[src/rtl/rstc_pkg.sv]
package rstc_pkg;
    parameter int unsigned LEN_W  = 4;
    parameter int unsigned CNT_W  = (1 << LEN_W) + 1;
    parameter int unsigned KIND_W = 3;

    typedef enum logic [1:0] {
        ST_RUN     = 2'd0,
        ST_HOLD    = 2'd1,
        ST_STARTUP = 2'd2
    } rst_state_e;

    typedef enum logic [KIND_W-1:0] {
        KIND_POWER  = 3'h0,
        KIND_BACKUP = 3'h1,
        KIND_USER   = 3'h4
    } rst_kind_e;

    typedef struct packed {
        logic proc_rst_n;
        logic periph_rst_n;
        logic clk_en;
    } rst_out_t;

    // Number of cycles the pin is pulled low for a given length field.
    function automatic logic [CNT_W-1:0] stretch_cycles(input logic [LEN_W-1:0] len);
        logic [CNT_W-1:0] one;
        one = {{(CNT_W-1){1'b0}}, 1'b1};
        return one << (32'(len) + 32'd1);
    endfunction

    function automatic rst_out_t decode_outputs(input rst_state_e st);
        rst_out_t o;
        o.proc_rst_n   = (st == ST_RUN);
        o.periph_rst_n = (st == ST_RUN);
        o.clk_en       = (st != ST_HOLD);
        return o;
    endfunction
endpackage

[src/rtl/rstc_sync.sv]
module rstc_sync #(
    parameter int unsigned STAGES    = 2,
    parameter logic        RESET_VAL = 1'b1
) (
    input  logic clk,
    input  logic rst,
    input  logic d_i,
    output logic q_o
);
    logic [STAGES-1:0] chain_q;

    generate
        if (STAGES == 1) begin : g_one
            always_ff @(posedge clk) begin
                if (rst) chain_q <= RESET_VAL;
                else     chain_q <= d_i;
            end
        end else begin : g_many
            always_ff @(posedge clk) begin
                if (rst) chain_q <= {STAGES{RESET_VAL}};
                else     chain_q <= {chain_q[STAGES-2:0], d_i};
            end
        end
    endgenerate

    assign q_o = chain_q[STAGES-1];
endmodule

[src/rtl/rstc_stretch.sv]
module rstc_stretch
    import rstc_pkg::*;
#(
    parameter int unsigned L_W = LEN_W,
    parameter int unsigned C_W = CNT_W
) (
    input  logic           clk,
    input  logic           rst,
    input  logic           load_i,
    input  logic [L_W-1:0] len_i,
    output logic           drive_o,
    output logic           done_o
);
    logic [C_W-1:0] cnt_q;

    always_ff @(posedge clk) begin
        if (rst) begin
            cnt_q <= '0;
        end else if (load_i) begin
            cnt_q <= C_W'(stretch_cycles(LEN_W'(len_i)));
        end else if (cnt_q != '0) begin
            cnt_q <= cnt_q - 1'b1;
        end
    end

    assign drive_o = (cnt_q != '0);
    assign done_o  = (cnt_q == '0);
endmodule

[src/rtl/rstc_fsm.sv]
module rstc_fsm
    import rstc_pkg::*;
#(
    parameter int unsigned STARTUP_CYCLES = 3
) (
    input  logic       clk,
    input  logic       rst,
    input  logic       pin_s_i,
    input  logic       user_en_i,
    input  logic       backup_req_i,
    input  logic       stretch_done_i,
    output rst_state_e state_o,
    output logic       load_o,
    output rst_kind_e  kind_o
);
    localparam int unsigned SU_W = (STARTUP_CYCLES > 1) ? $clog2(STARTUP_CYCLES) : 1;
    localparam logic [SU_W-1:0] SU_LAST = SU_W'(STARTUP_CYCLES - 1);

    rst_state_e      state_q, state_d;
    rst_kind_e       pend_q, pend_d, kind_q;
    logic [SU_W-1:0] su_q, su_d;
    logic            load_d;

    always_comb begin
        state_d = state_q;
        pend_d  = pend_q;
        su_d    = su_q;
        load_d  = 1'b0;
        unique case (state_q)
            ST_RUN: begin
                if (backup_req_i) begin
                    state_d = ST_HOLD;
                    pend_d  = KIND_BACKUP;
                    load_d  = 1'b1;
                end else if (user_en_i && !pin_s_i) begin
                    state_d = ST_HOLD;
                    pend_d  = KIND_USER;
                    load_d  = 1'b1;
                end
            end
            ST_HOLD: begin
                if (backup_req_i) begin
                    pend_d = KIND_BACKUP;
                    load_d = 1'b1;
                end else if (stretch_done_i && pin_s_i) begin
                    state_d = ST_STARTUP;
                    su_d    = SU_LAST;
                end
            end
            ST_STARTUP: begin
                if (backup_req_i) begin
                    state_d = ST_HOLD;
                    pend_d  = KIND_BACKUP;
                    load_d  = 1'b1;
                end else if (su_q == '0) begin
                    state_d = ST_RUN;
                end else begin
                    su_d = su_q - 1'b1;
                end
            end
            default: state_d = ST_HOLD;
        endcase
    end

    always_ff @(posedge clk) begin
        if (rst) begin
            state_q <= ST_STARTUP;
            pend_q  <= KIND_POWER;
            kind_q  <= KIND_POWER;
            su_q    <= SU_LAST;
        end else begin
            state_q <= state_d;
            pend_q  <= pend_d;
            su_q    <= su_d;
            if (state_q == ST_STARTUP && state_d == ST_RUN) begin
                kind_q <= pend_q;
            end
        end
    end

    assign state_o = state_q;
    assign load_o  = load_d;
    assign kind_o  = kind_q;
endmodule

[src/rtl/slow_reset_ctrl.sv]
module slow_reset_ctrl
    import rstc_pkg::*;
#(
    parameter int unsigned SYNC_STAGES    = 2,
    parameter int unsigned STARTUP_CYCLES = 3
) (
    input  logic              clk,
    input  logic              rst,
    input  logic              backup_req_i,
    input  logic              pin_raw_i,
    input  logic              user_en_i,
    input  logic [LEN_W-1:0]  ext_len_i,
    output logic              proc_rst_n_o,
    output logic              periph_rst_n_o,
    output logic              pin_drive_o,
    output logic              cpu_clk_en_o,
    output logic [KIND_W-1:0] rst_kind_o
);
    logic       pin_sync;
    logic       stretch_load;
    logic       stretch_done;
    rst_state_e state;
    rst_kind_e  kind;
    rst_out_t   outs;

    rstc_sync #(.STAGES(SYNC_STAGES), .RESET_VAL(1'b1)) u_sync (
        .clk (clk),
        .rst (rst),
        .d_i (pin_raw_i),
        .q_o (pin_sync)
    );

    rstc_stretch u_stretch (
        .clk     (clk),
        .rst     (rst),
        .load_i  (stretch_load),
        .len_i   (ext_len_i),
        .drive_o (pin_drive_o),
        .done_o  (stretch_done)
    );

    rstc_fsm #(.STARTUP_CYCLES(STARTUP_CYCLES)) u_fsm (
        .clk            (clk),
        .rst            (rst),
        .pin_s_i        (pin_sync),
        .user_en_i      (user_en_i),
        .backup_req_i   (backup_req_i),
        .stretch_done_i (stretch_done),
        .state_o        (state),
        .load_o         (stretch_load),
        .kind_o         (kind)
    );

    assign outs           = decode_outputs(state);
    assign proc_rst_n_o   = outs.proc_rst_n;
    assign periph_rst_n_o = outs.periph_rst_n;
    assign cpu_clk_en_o   = outs.clk_en;
    assign rst_kind_o     = kind;
endmodule

[config.mk]
export PLATFORM = sky130hd
export DESIGN_NAME = slow_reset_ctrl
export DESIGN_NICKNAME = d
export VERILOG_FILES = /design/src/rtl/rstc_pkg.sv /design/src/rtl/rstc_sync.sv /design/src/rtl/rstc_stretch.sv /design/src/rtl/rstc_fsm.sv /design/src/rtl/slow_reset_ctrl.sv
export SDC_FILE = /design/constraint.sdc
export NUM_CORES = 1
export LEC_CHECK = 0
export ABC_AREA = 1
export BUFFER_PORTS_ARGS = -buffer_cell sky130_fd_sc_hd__buf_2
export CAP_MARGIN = 30
export CORE_MARGIN = 5
export CORE_UTILIZATION = 63
export DETAILED_ROUTE_END_ITERATION = 8
export PLACE_DENSITY = 0.84
export SETUP_SLACK_MARGIN = 0.2
export SYNTH_ARGS = -nofsm -noshare
export SYNTH_HDL_FRONTEND = slang
export SYNTH_SLANG_ARGS = --single-unit
[constraint.sdc]
create_clock -name clk -period 2.8 [get_ports clk]
set_clock_uncertainty 0.05 [all_clocks]
set_input_delay 0.42 -clock clk [delete_from_list [all_inputs] [get_ports clk]]
set_output_delay 0.42 -clock clk [all_outputs]
set_load 0.02 [all_outputs]
==> flow_summary.json <==
{
  "worstPathArrival_ns": 1.80,
  "pwr_density_cell_nw_per_um2": 1180,
  "place_congestion": 0.949,
  "place_inst": 306,
  "dp_hpwl_mm": 3.06,
  "yosys_warnings": 0,
  "finalCritPeriodShare": 0.810,
  "grt_max_degree": 20,
  "drc": 0,
  "power.total_mw": 2.20,
  "grt-ovfl-total": 0,
  "fin_util": 0.687,
  "period_minus_slack_ns": 2.27,
  "synth_seq_cells": 27,
  "path_class": "reg2out",
  "finalSetupViolations": 0,
  "grt_pass1_vias": 1477,
  "grt_pass1_wl_mm": 6.56,
  "cp-end-kind": "output port",
  "cts_buffers": 3,
  "nets": 296,
  "fp.dieW_um": 62.8,
  "final_common_cell": "nand2_1",
  "crit_path_max_fanout": 5,
  "die_area_um2": 3950,
  "detail-route-antenna-nets": 0,
  "insertion_delay_ns": 0.33,
  "initial_core_util": 0.649,
  "area_growth_pct": 5.98,
  "cts.sinks": 27,
  "drt_iter0_drc": 119,
  "row_count": 19,
  "cts.path.max_buffers": 2,
  "hold_viol_final": 0,
  "drive_gt1_frac": 0.168,
  "peakVddDrop_v": 0.000822,
  "htreeDepth": 1,
  "critPathRequiredTime_ns": 2.33,
  "hp-class": "in2reg",
  "syn_inst": 266,
  "timing.setup.tns_ns": 0,
  "cts_tree": "built",
  "cap_viol_max_count": 0,
  "vias": 1617,
  "syn_area_um2": 1760,
  "diodes": 0,
  "ctsHoldBuffers": 0,
  "rsz0062_at_grt": "no",
  "postCtsSetupRepairBufs": 0,
  "yosysSeqAreaShare": 0.307,
  "fin_cells": 310,
  "synth.distinct_cells": 30,
  "setup.worst_path.start_class": "flip-flop",
  "wire_per_inst_um": 12.3,
  "fin_ws_ns": 0.531,
  "final_cell_mix": "nand2_1, inv_1, nor2_1",
  "io_pins": 16,
  "clockRootBuffer": "clkbuf_4",
  "syn_area_per_cell_um2": 6.61,
  "viasPerCell": 5.22,
  "first_pass_iters": 4,
  "fmax_mhz": 441,
  "synth.area.top_cells": "dfxtp_1, nand2_1, inv_1",
  "syn-num-nets": 282,
  "grt_use_total": 0.204,
  "design.core.area_um2": 2710,
  "yosysTopAreaCell": "dfxtp_1",
  "die_height_um": 62.8,
  "slew_violations": 0,
  "status": "complete, no violations",
  "antenna_found_initial": 0,
  "cts_resized": 0,
  "place_ws_ns": 0.763,
  "clk_pin_slew_ns": 0.14,
  "p_leak_nw": 0.906,
  "synth_top_area_frac": 0.307,
  "port_buffers": 14,
  "totalWireLength_mm": 3.81
}
[worst max-delay path, cell delays in order, from the launching register on]
cell	delay, ns
dfxtp_1	0.34
inv_1	0.14
ha_1	0.17
inv_1	0.05
nor2_1	0.14
nand4_1	0.09
nor3_1	0.27
inv_1	0.10
buf_2	0.17
[registers in the layout (all words and copies together) (netlist names)]
| register | flops |
|---|---|
| u_stretch.cnt_q | 17 |
| u_fsm.kind_o | 2 |
| u_fsm.pend_q | 2 |
| u_fsm.state_o | 2 |
| u_fsm.su_q | 2 |
| u_sync.chain_q | 2 |
[power breakdown]
| group | total, mW | switching (mW) | internal (mW) | leakage, nW |
|---|---|---|---|---|
| clock network | 0.173 | 0.117 | 0.0560 | 0.0150 |
| registers | 0.664 | 0.138 | 0.525 | 0.223 |
| logic | 1.36 | 0.869 | 0.490 | 0.669 |
[layout make-up]
class / count / area [um^2]
multi-input combinational: 195 / 1040
fill: 248 / 847
sequential: 27 / 541
inverter: 39 / 146
timing repair buffer: 14 / 70.1
tap: 31 / 38.8
clock buffer: 4 / 26.3
[final timing paths]
| check | start | endpoint | slack, ns | cells after the start |
|---|---|---|---|---|
| worst max-delay path | u_stretch.cnt_q[0]$_SDFFE_PP0P_ | pin_drive_o | 0.53 | 8 |
| worst min-delay path | pin_raw_i | u_sync.chain_q[0]$_SDFF_PP1_ | 0.20 | 2 |
| worst max register to register | u_fsm.state_o[0]$_SDFF_PP0_ | u_stretch.cnt_q[14]$_SDFFE_PP0P_ | 0.74 | 8 |
| worst min register to register | u_sync.chain_q[0]$_SDFF_PP1_ | u_sync.chain_q[1]$_SDFF_PP1_ | 0.38 | 1 |
[cells by family (layout without fill, tap and decap cells)]
kind of cell	count (synthesis)	after routing	share of synthesized area
AO/OA/AOI/OAI	41	41	0.132
AND/OR/NAND/NOR	139	139	0.374
XOR/XNOR	7	7	0.0349
other	1	1	0.00213
adder cells (fa/ha/maj)	7	7	0.0498
buffers and inverters	44	57	0.100
flip-flops	27	27	0.307
[synth_stat cells]
cell / count
nand2_1: 55
inv_1: 35
nor2_1: 33
dfxtp_1: 27
a21oi_1: 20
nor3_1: 10
nand3_1: 9
o21ai_0: 8
ha_1: 7
nand2_2: 7
nor2_2: 7
a31oi_1: 5
a211oi_1: 4
inv_2: 4
nand4_1: 4
xor2_1: 4
buf_4: 3
nor2_4: 3
nor4_1: 3
or2_2: 3
xnor2_1: 3
clkbuf_1: 2
nand3_2: 2
nor3_2: 2
a21oi_2: 1
conb_1: 1
nand3b_1: 1
o211ai_1: 1
o21ai_1: 1
o21ai_2: 1
[through the flow]
stage | hold slack (ns) | cell area [um^2]
global route | 0.195 | 1860
floorplan | 0.339 | 1760
finish | 0.204 | 1860
CTS | 0.194 | 1860
global placement | 0.342 | 1840
detailed placement | 0.353 | 1840
[routing by layer]
metal	part of all wire	GRT usage	vias up	wire length, um
met5	0	0	-	0
met4	0.017	0.0769	0	65
met3	0.069	0.0432	7	263
met2	0.43	0.291	44	1630
met1	0.49	0.297	684	1850
li1	-	-	882	-
No activity file was read; power rests on OpenSTA's default activity.
